### config.mk
export PLATFORM = sky130hd
export DESIGN_NAME = twiddle_const_mult
export DESIGN_NICKNAME = d
export VERILOG_FILES = /design/src/rtl/twc_pkg.sv /design/src/rtl/twc_index_decode.sv /design/src/rtl/twc_shift_lane.sv /design/src/rtl/twc_const_core.sv /design/src/rtl/twc_quad_rotate.sv /design/src/rtl/twiddle_const_mult.sv
export SDC_FILE = /design/constraint.sdc
export NUM_CORES = 1
export LEC_CHECK = 0
export BUFFER_PORTS_ARGS = -buffer_cell sky130_fd_sc_hd__clkbuf_2
export CORE_ASPECT_RATIO = 1.4
export CORE_MARGIN = 2
export CORE_UTILIZATION = 60
export CTS_CLUSTER_SIZE = 30
export DETAILED_ROUTE_END_ITERATION = 12
export PLACE_DENSITY_LB_ADDON = 0.15
export SYNTH_ARGS = -nofsm -noshare
export SYNTH_HDL_FRONTEND = slang
export SYNTH_SLANG_ARGS = --single-unit
### constraint.sdc
create_clock -name clk -period 26.7 [get_ports clk]
set_clock_uncertainty 0.05 [all_clocks]
set_input_delay 2.67 -clock clk [delete_from_list [all_inputs] [get_ports clk]]
set_output_delay 2.67 -clock clk [all_outputs]
set_load 0.01 [all_outputs]
### src/rtl/twc_pkg.sv
package twc_pkg;
  localparam int TWC_FRAC  = 13;   // fraction bits of the constants
  localparam int TWC_ACC_W = 32;   // full-precision accumulator width
  localparam int TWC_ROOTS = 16;   // W16 exponent space
  localparam int TWC_IDX_W = $clog2(TWC_ROOTS);

  typedef logic signed [TWC_ACC_W-1:0] twc_acc_t;

  // x scaled by 2^-k, held at a scale of 2^TWC_FRAC (exact, no bits lost)
  function automatic twc_acc_t twc_sh(input twc_acc_t x, input int k);
    return x <<< (TWC_FRAC - k);
  endfunction

  // drop the fraction: floor toward minus infinity
  function automatic twc_acc_t twc_floor(input twc_acc_t v);
    return v >>> TWC_FRAC;
  endfunction
endpackage

### src/rtl/twc_index_decode.sv
module twc_index_decode
  import twc_pkg::*;
(
  input  logic [TWC_IDX_W-1:0] idx,
  output logic [1:0]           frac_sel,
  output logic [1:0]           quad,
  output logic                 bypass
);
  // m = 4*quad + frac_sel
  assign frac_sel = idx[1:0];
  assign quad     = idx[TWC_IDX_W-1 -: 2];
  assign bypass   = (idx[1:0] == 2'd0);
endmodule

### src/rtl/twc_shift_lane.sv
module twc_shift_lane
  import twc_pkg::*;
(
  input  twc_acc_t x,
  output twc_acc_t kc1,
  output twc_acc_t ks1,
  output twc_acc_t kc2
);
  // shared partial sums between the three constants
  twc_acc_t t3_12, t4_8, t7;

  assign t3_12 = twc_sh(x, 3) + twc_sh(x, 12);
  assign t4_8  = twc_sh(x, 4) + twc_sh(x, 8);
  assign t7    = twc_sh(x, 7);

  assign kc1 = twc_sh(x, 0) - t4_8 - t7 - twc_sh(x, 9);
  assign ks1 = twc_sh(x, 2) + t3_12 + t7 - twc_sh(x, 13);
  assign kc2 = twc_sh(x, 1) + t3_12 + t4_8 + twc_sh(x, 6);
endmodule

### src/rtl/twc_const_core.sv
module twc_const_core
  import twc_pkg::*;
#(
  parameter int DW = 13
)(
  input  logic [1:0]           frac_sel,
  input  logic signed [DW-1:0] a,
  input  logic signed [DW-1:0] b,
  output logic signed [DW:0]   p,
  output logic signed [DW:0]   q
);
  localparam int OW = DW + 1;

  twc_acc_t ax, bx, sum_p, sum_q, full_p, full_q;
  twc_acc_t op  [2];
  twc_acc_t kc1 [2];
  twc_acc_t ks1 [2];
  twc_acc_t kc2 [2];
  logic     sel_sum;

  assign ax = {{(TWC_ACC_W-DW){a[DW-1]}}, a};
  assign bx = {{(TWC_ACC_W-DW){b[DW-1]}}, b};

  // the 45-degree case feeds a+b and b-a through the same two lanes
  assign sel_sum = (frac_sel == 2'd2);
  assign op[0]   = sel_sum ? (ax + bx) : ax;
  assign op[1]   = sel_sum ? (bx - ax) : bx;

  for (genvar g = 0; g < 2; g++) begin : g_lane
    twc_shift_lane u_lane (
      .x   (op[g]),
      .kc1 (kc1[g]),
      .ks1 (ks1[g]),
      .kc2 (kc2[g])
    );
  end

  always_comb begin
    unique case (frac_sel)
      2'd1: begin
        sum_p = kc1[0] + ks1[1];
        sum_q = kc1[1] - ks1[0];
      end
      2'd2: begin
        sum_p = kc2[0];
        sum_q = kc2[1];
      end
      default: begin  // R8 (fraction 0 is bypassed upstream)
        sum_p = ks1[0] + kc1[1];
        sum_q = ks1[1] - kc1[0];
      end
    endcase
  end

  assign full_p = twc_floor(sum_p);
  assign full_q = twc_floor(sum_q);
  assign p      = full_p[OW-1:0];
  assign q      = full_q[OW-1:0];

  // the truncated product always fits the output width
  always_comb begin
    p_no_overflow_r9: assert (full_p == {{(TWC_ACC_W-OW){p[OW-1]}}, p}
                           && full_q == {{(TWC_ACC_W-OW){q[OW-1]}}, q})
      else $error("truncated product exceeds output width");
  end
endmodule

### src/rtl/twc_quad_rotate.sv
module twc_quad_rotate #(
  parameter int OW = 14
)(
  input  logic [1:0]           quad,
  input  logic signed [OW-1:0] p,
  input  logic signed [OW-1:0] q,
  output logic signed [OW-1:0] re,
  output logic signed [OW-1:0] im
);
  // multiply by (-j)^quad
  always_comb begin
    unique case (quad)
      2'd0: begin re = p;  im = q;  end
      2'd1: begin re = q;  im = -p; end
      2'd2: begin re = -p; im = -q; end
      default: begin re = -q; im = p; end
    endcase
  end
endmodule

### src/rtl/twiddle_const_mult.sv
module twiddle_const_mult
  import twc_pkg::*;
#(
  parameter int DW = 13
)(
  input  logic                 clk,
  input  logic                 rst_n,
  input  logic                 in_valid,
  input  logic [3:0]           in_tw_idx,
  input  logic signed [DW-1:0] in_re,
  input  logic signed [DW-1:0] in_im,
  output logic                 out_valid,
  output logic signed [DW:0]   out_re,
  output logic signed [DW:0]   out_im
);
  localparam int OW = DW + 1;

  logic [1:0]           frac_sel, quad;
  logic                 bypass;
  logic signed [OW-1:0] core_p, core_q, pre_p, pre_q, rot_re, rot_im;

  twc_index_decode u_dec (
    .idx      (in_tw_idx),
    .frac_sel (frac_sel),
    .quad     (quad),
    .bypass   (bypass)
  );

  twc_const_core #(.DW(DW)) u_core (
    .frac_sel (frac_sel),
    .a        (in_re),
    .b        (in_im),
    .p        (core_p),
    .q        (core_q)
  );

  // multiples of four skip the constants entirely
  assign pre_p = bypass ? {in_re[DW-1], in_re} : core_p;
  assign pre_q = bypass ? {in_im[DW-1], in_im} : core_q;

  twc_quad_rotate #(.OW(OW)) u_rot (
    .quad (quad),
    .p    (pre_p),
    .q    (pre_q),
    .re   (rot_re),
    .im   (rot_im)
  );

  always_ff @(posedge clk) begin
    if (!rst_n) begin
      out_valid <= 1'b0;
      out_re    <= '0;
      out_im    <= '0;
    end else begin
      out_valid <= in_valid;
      if (in_valid) begin
        out_re <= rot_re;
        out_im <= rot_im;
      end
    end
  end

  p_valid_follow_r2: assert property (@(posedge clk) disable iff (!rst_n)
    $past(rst_n) |-> (out_valid == $past(in_valid)))
    else $error("out_valid does not follow in_valid");

  p_hold_idle_r3: assert property (@(posedge clk) disable iff (!rst_n)
    ($past(rst_n) && !$past(in_valid)) |-> ($stable(out_re) && $stable(out_im)))
    else $error("output moved while idle");

  p_identity_r4: assert property (@(posedge clk) disable iff (!rst_n)
    ($past(rst_n) && $past(in_valid) && $past(in_tw_idx) == 4'd0)
      |-> (out_re == $past(in_re) && out_im == $past(in_im)))
    else $error("index 0 did not pass the sample through");

  p_half_turn_r4: assert property (@(posedge clk) disable iff (!rst_n)
    ($past(rst_n) && $past(in_valid) && $past(in_tw_idx) == 4'd8)
      |-> (out_re == -$past(in_re) && out_im == -$past(in_im)))
    else $error("index 8 did not negate the sample");
endmodule

* After elaboration in Yosys (flattened, before gate mapping) *
Cells that the tools add are included.

storage, ports and cells
  register bits after elaboration = 29
  input port bits = 33
  output and inout port bits = 29
  logic and storage cells = 47

cells by class
  add/subtract/negate cells = 30
  equality and inequality tests = 4
  multiplexer cells = 8
  reduce and logical (&&, ||, !) cells = 2

operators with widths
  kind                                           count
  adder 27 bit                                   16
  subtractor 27 bit                              10
  case mux 27 bit (2 select lines)               2
  case mux 14 bit (3 select lines)               2
  2-to-1 mux 27 bit                              2
  2-to-1 mux 14 bit                              2
  negation 14 bit                                2
  adder 13 x 13 -> 14 bit                        1
  subtractor 13 x 13 -> 14 bit                   1
  == test 2 x 1 -> 1 bit, second input constant  2
  == test 2 bit, second input constant           2
  zero test 2 bit                                2

* Longest topological paths before layout *
  depth after elaboration = 11
  depth in mapped cells = 45
  gate-level depth less buffers = 45

* Hierarchy *
A second synthesis with hierarchy kept.

second synthesis, totals
  cells, all modules = 3464
  area, all modules = 27854.2 um^2

by module, submodules not included
  module                                    instances  cells each  area an instance (um^2)  seq. area each (um^2)
  twc_shift_lane (u_core.g_lane[1].u_lane)  1          1181        9849.4                   0.0
  twc_shift_lane (u_core.g_lane[0].u_lane)  1          1190        9784.4                   0.0
  twc_const_core                            1          733         5243.8                   0.0
  twc_quad_rotate                           1          226         1521.5                   0.0
  twiddle_const_mult                        1          129         1421.4                   580.6
  twc_index_decode                          1          5           33.8                     0.0

* Worst setup path after synthesis *
No wires, ideal clock.

  kind = in2reg
  start point = input port in_tw_idx[0]
  end point = register out_im[11]
  setup time = 0.132 ns
  arrival = 12.056 ns
  required time = 26.518 ns
  slack = 14.462 ns
  cell stages on the path = 41
  buffers on the path = 8
  cells stage by stage = inv_1 > ha_1 > buf_2 > clkbuf_1 > clkbuf_1 > clkbuf_1 > buf_1 > clkbuf_1 > a31o_2 > clkbuf_1 > inv_1 > ha_1 > a211oi_1 > a21oi_1 > and2_1 > o21a_1 > o41ai_1 > a21boi_0 > [... 5 more ...] > o21ai_0 > a31oi_1 > o21bai_1 > a21o_1 > a21o_1 > a21o_1 > xor2_1 > ha_1 > clkbuf_1 > inv_1 > or3_1 > a221oi_1 > a31oi_1 > o21ai_1 > o21ai_1 > mux4_2 > o2111ai_1 > a21oi_1

on the way
  cells in the longest elaborated chain, start to end = 11
  elaborated cells on any way between the ends = 38
  those cells by class = add/sub: 28; eq/ne: 2; mux: 7; reduce/logical: 1

RTL lines
  what                                                                    RTL line                                            text
  from (decl)                                                             twiddle_const_mult.sv:9                             input logic [3:0] in_tw_idx,
  == test 2 bit                                                           twc_const_core.sv:25, twc_const_core.sv:39
  2-to-1 mux 27 bit, on equally long branches                             twc_const_core.sv:27, twc_const_core.sv:26
  adder 27 bit, on equally long branches                                  twc_shift_lane.sv:12, twc_shift_lane.sv:13
  adder 27 bit / subtractor 27 bit (equally long branches) (2 in series)  twc_shift_lane.sv:17, twc_shift_lane.sv:16
  subtractor 27 bit, on equally long branches                             twc_shift_lane.sv:17, twc_shift_lane.sv:16
  subtractor 27 bit (tied with other cells)                               twc_const_core.sv:50                                sum_q = ks1[1] - kc1[0];
  case mux 27 bit (2 select lines)                                        twc_const_core.sv:39                                unique case (frac_sel)
  2-to-1 mux 14 bit, on equally long branches                             twiddle_const_mult.sv:39, twiddle_const_mult.sv:38
  negation 14 bit, on equally long branches                               twc_quad_rotate.sv:15, twc_quad_rotate.sv:14
  case mux 14 bit (3 select lines) (*)                                    twc_quad_rotate.sv:12                               unique case (quad)
  to (signal assigned)                                                    twiddle_const_mult.sv:58                            out_im <= rot_im;
  to (decl)                                                               twiddle_const_mult.sv:14                            output logic signed [DW:0] out_im

Mark *: on every way between the ends. The rest lies on a longest branch, timed or not.
A chain may end at the register's enable or synchronous reset.

* Worst setup path after layout *
  start point = input port in_re[0]
  end point = register out_re[12]

on the way
  cells in the longest elaborated chain, start to end = 11
  elaborated cells on any way between the ends = 37
  those cells by class = add/sub: 30; mux: 7

RTL lines
  what                                                                            RTL line                                            text
  from (decl)                                                                     twiddle_const_mult.sv:10                            input logic signed [DW-1:0] in_re,
  subtractor 13 x 13 -> 14 bit / adder 13 x 13 -> 14 bit (equally long branches)  twc_const_core.sv:27, twc_const_core.sv:26
  2-to-1 mux 27 bit, on equally long branches                                     twc_const_core.sv:27, twc_const_core.sv:26
  adder 27 bit, on equally long branches                                          twc_shift_lane.sv:12, twc_shift_lane.sv:13
  adder 27 bit / subtractor 27 bit (equally long branches) (2 in series)          twc_shift_lane.sv:17, twc_shift_lane.sv:16
  subtractor 27 bit, on equally long branches                                     twc_shift_lane.sv:17, twc_shift_lane.sv:16
  subtractor 27 bit (tied with other cells)                                       twc_const_core.sv:50
  case mux 27 bit (2 select lines)                                                twc_const_core.sv:39
  2-to-1 mux 14 bit, on equally long branches                                     twiddle_const_mult.sv:39, twiddle_const_mult.sv:38
  negation 14 bit, on equally long branches                                       twc_quad_rotate.sv:16, twc_quad_rotate.sv:15
  case mux 14 bit (3 select lines) (*)                                            twc_quad_rotate.sv:12
  to (signal assigned)                                                            twiddle_const_mult.sv:57                            out_re <= rot_re;
  to (decl)                                                                       twiddle_const_mult.sv:13                            output logic signed [DW:0] out_re,

Marked as above.

==> results.py <==
metrics = {
    "clock_network": {
        "clk_latency_ps": 270,
        "cts_resized": 0,
        "clockBufferDepth": 2,
        "ctsHoldBuffers": 0,
        "cts-buffers-inserted": 5,
        "clk_pin_slew_ps": 50,
        "post_cts_buffers": 0,
        "cts_root_buf": "clkbuf_16",
        "cts_tree": "built",
        "cts.sinks": 29,
        "htree_levels": 2,
    },
    "sta": {
        "worst_slew_pin_slew_ps": 1250,
        "post-route-period-util": 0.526,
        "holdWs_ps": 421,
        "fin_crit_ps": 14030,
        "drv_slew": 0,
        "max_freq_mhz": 71.3,
        "rsz0062_at_grt": "false",
        "tns_ps": 0,
        "finalHoldViolations": 0,
        "setup_viol": 0,
        "slew_headroom": 0.162,
        "worst_slack_ps": 12670,
    },
    "routing": {
        "drt_iter0_markers": 1627,
        "vias": 20800,
        "wire_per_inst_um": 22.9,
        "drt_pass1_iterations": 5,
        "routed_wl_mm": 73.4,
        "ant_nets": 0,
        "drcViolationCount": 0,
        "viasPerCell": 6.50,
    },
    "floorplanning": {
        "io_pins": 62,
        "dieArea_um2": 36700,
        "start_util": 0.606,
        "die_w_um": 162,
        "rows": 81,
        "fp.coreArea_um2": 34800,
        "chipHeight_um": 226,
    },
    "layout": {
        "synthToLayoutAreaGrowth_pct": 4.48,
        "fin_nets": 3293,
        "multi_input_area_um2": 19000,
        "drive_above_1_share": 0.0672,
        "stdcell_count": 3207,
        "antennaDiodeCount": 0,
        "seq_area_um2": 581,
        "n_fill_cell": 3217,
    },
    "min_path": {
        "min_path_type": "flop to flop",
        "hp-start": "out_re[4]",
        "whs_path_depth": 2,
        "min_to": "out_re[4]",
    },
    "logic_synthesis": {
        "syn_inst": 2738,
        "syn-num-nets": 3281,
        "yosysMostFrequentCell": "ha_1",
        "async_flop_share": 0,
        "synthTopCellsByArea": "ha_1 23%, fa_1 11%, xnor2_1 7.6%, a21oi_1 5.5%, inv_1 5.3%",
        "yosysWarnings": 0,
        "ys_seq_area_frac": 0.0276,
        "yosysTopAreaCell": "ha_1",
        "synth_cell_types": 103,
        "synth.cell_area_um2": 21100,
        "synth_area_per_cell_um2": 7.70,
        "synth_top_area_share": 0.232,
        "dominantRegCellSynth": "dfxtp_1",
        "synth_edf_count": 0,
        "synth_seq_cells": 29,
        "synthTopCellsByCount": "391 x ha_1, 300 x inv_1, 238 x nor2_1",
    },
    "placement": {
        "place_ws_ps": 12560,
        "dp_hpwl_mm": 61.6,
        "io_buffers": 61,
        "dp.cells": 3199,
        "gp_congestion": 1.03,
    },
    "critical_path": {
        "crit_path_max_fanout": 9,
        "rr_startpoint": "out_im[13]",
        "end_kind": "flop",
        "crit_required_ps": 26850,
        "cpPeakStageDelay_ps": 760,
        "worstSetupStartpointType": "input pin",
        "worstSetupPathType": "input pin to flop",
        "reg2reg_depth": 3,
        "crit_top_cell": "a21oi_1",
        "r2r_setup_slack_ps": 25790,
        "worstReg2RegEnd": "out_im[13]",
        "cp.arrival_ps": 14190,
        "slowest_stage": "a21oi_1",
    },
    "status": {
        "status": "finished clean",
    },
    "global_routing": {
        "antenna_found_initial": 0,
        "grt_start_max_net_pins": 71,
        "grt_pass1_wl_mm": 113,
        "track_usage": 0.396,
        "gr-total-overflow": 0,
        "grt_pass1_vias": 20600,
    },
    "run": {
        "maxCapViolations": 0,
    },
}
==> flip-flops by register name, indices dropped and copies added, names as in the netlist <==
register and flops:
out_im 14, out_valid 1, out_re 14
==> cell families (layout without fill, tap and decap cells) <==
group / after synthesis / in the layout / synth area share
flops: 29 / 29 / 0.0276
buf+inv: 393 / 406 / 0.0702
compound gates: 812 / 812 / 0.263
xor+xnor: 242 / 242 / 0.103
simple gates: 707 / 707 / 0.163
fa+ha+maj: 514 / 514 / 0.347
mux: 41 / 41 / 0.0257
==> cell type report <==
class,count,share of cell area
multi-input cells,2316,0.864
inverters,304,0.0518
flip-flops and latches,29,0.0264
well taps,456,0.0259
repair buffers,94,0.0251
clock buffers,5,0.00568
clock inverters,3,0.000796
==> per-stage QoR <==
| step | instance area (µm²) | util |
|---|---|---|
| floorplan | 21100 | - |
| global placement | 21900 | 0.629 |
| detailed placement | 21900 | 0.629 |
| CTS | 22000 | 0.633 |
| global route | 22000 | 0.633 |
| finish | 22000 | 0.633 |
==> layout by cell type, fill, tap and decap left out, types with 7 or more instances in the layout <==
cell and instances:
a2111oi_0 9, a211oi_1 33, a21o_1 85, a21oi_1 229, a221oi_1 12, a31oi_1 39
and2_1 14, and3_1 17, buf_4 33, clkbuf_2 61, dfxtp_1 29, fa_1 119
ha_1 390, inv_1 300, mux2i_1 27, mux4_2 10, nand2_1 140, nand2b_1 56
nand3_1 48, nand4_1 26, nor2_1 238, nor2b_1 33, nor3_1 51, nor4_1 12
o2111ai_1 12, o211a_1 9, o211ai_1 28, o21a_1 27, o21ai_0 125, o21ai_1 15
o21bai_1 43, o22ai_1 7, o311ai_0 10, o31ai_1 17, o41ai_1 7, or2_2 21
or3_1 21, xnor2_1 182, xor2_1 56
==> metal layers <==
layer	up-vias	global-route usage	part of all wire
li1	9774	-	-
met1	9980	0.465	0.39
met2	862	0.717	0.49
met3	222	0.0316	0.061
met4	0	0.202	0.061
met5	-	0	0
==> worst max-delay path, delay by kind of cell <==
| kind | cells | cell delay (ps) |
|---|---|---|
| AOI/OAI and AO/OA | 19 | 5550 |
| adders and majority gates | 9 | 3420 |
| xor gates and xnor gates | 5 | 950 |
| buffers and inverters | 5 | 940 |
| and+or+nand+nor | 3 | 650 |
==> worst max path at each step <==
stage                 startpoint          to  slack (ps)  cells after the start
floorplan           in_tw_idx[0]  out_im[11]       14460                     41
global placement        in_re[0]  out_re[13]       12710                     42
detailed placement      in_re[0]  out_re[13]       12560                     41
CTS                     in_re[0]  out_re[13]       12800                     41
global route            in_re[0]  out_re[13]       12110                     42
finish                  in_re[0]  out_re[12]       12670                     41
Power is left out: the tool's default activity adds up to more than one toggle a clock period on the data nets, which glitch-free logic cannot reach.
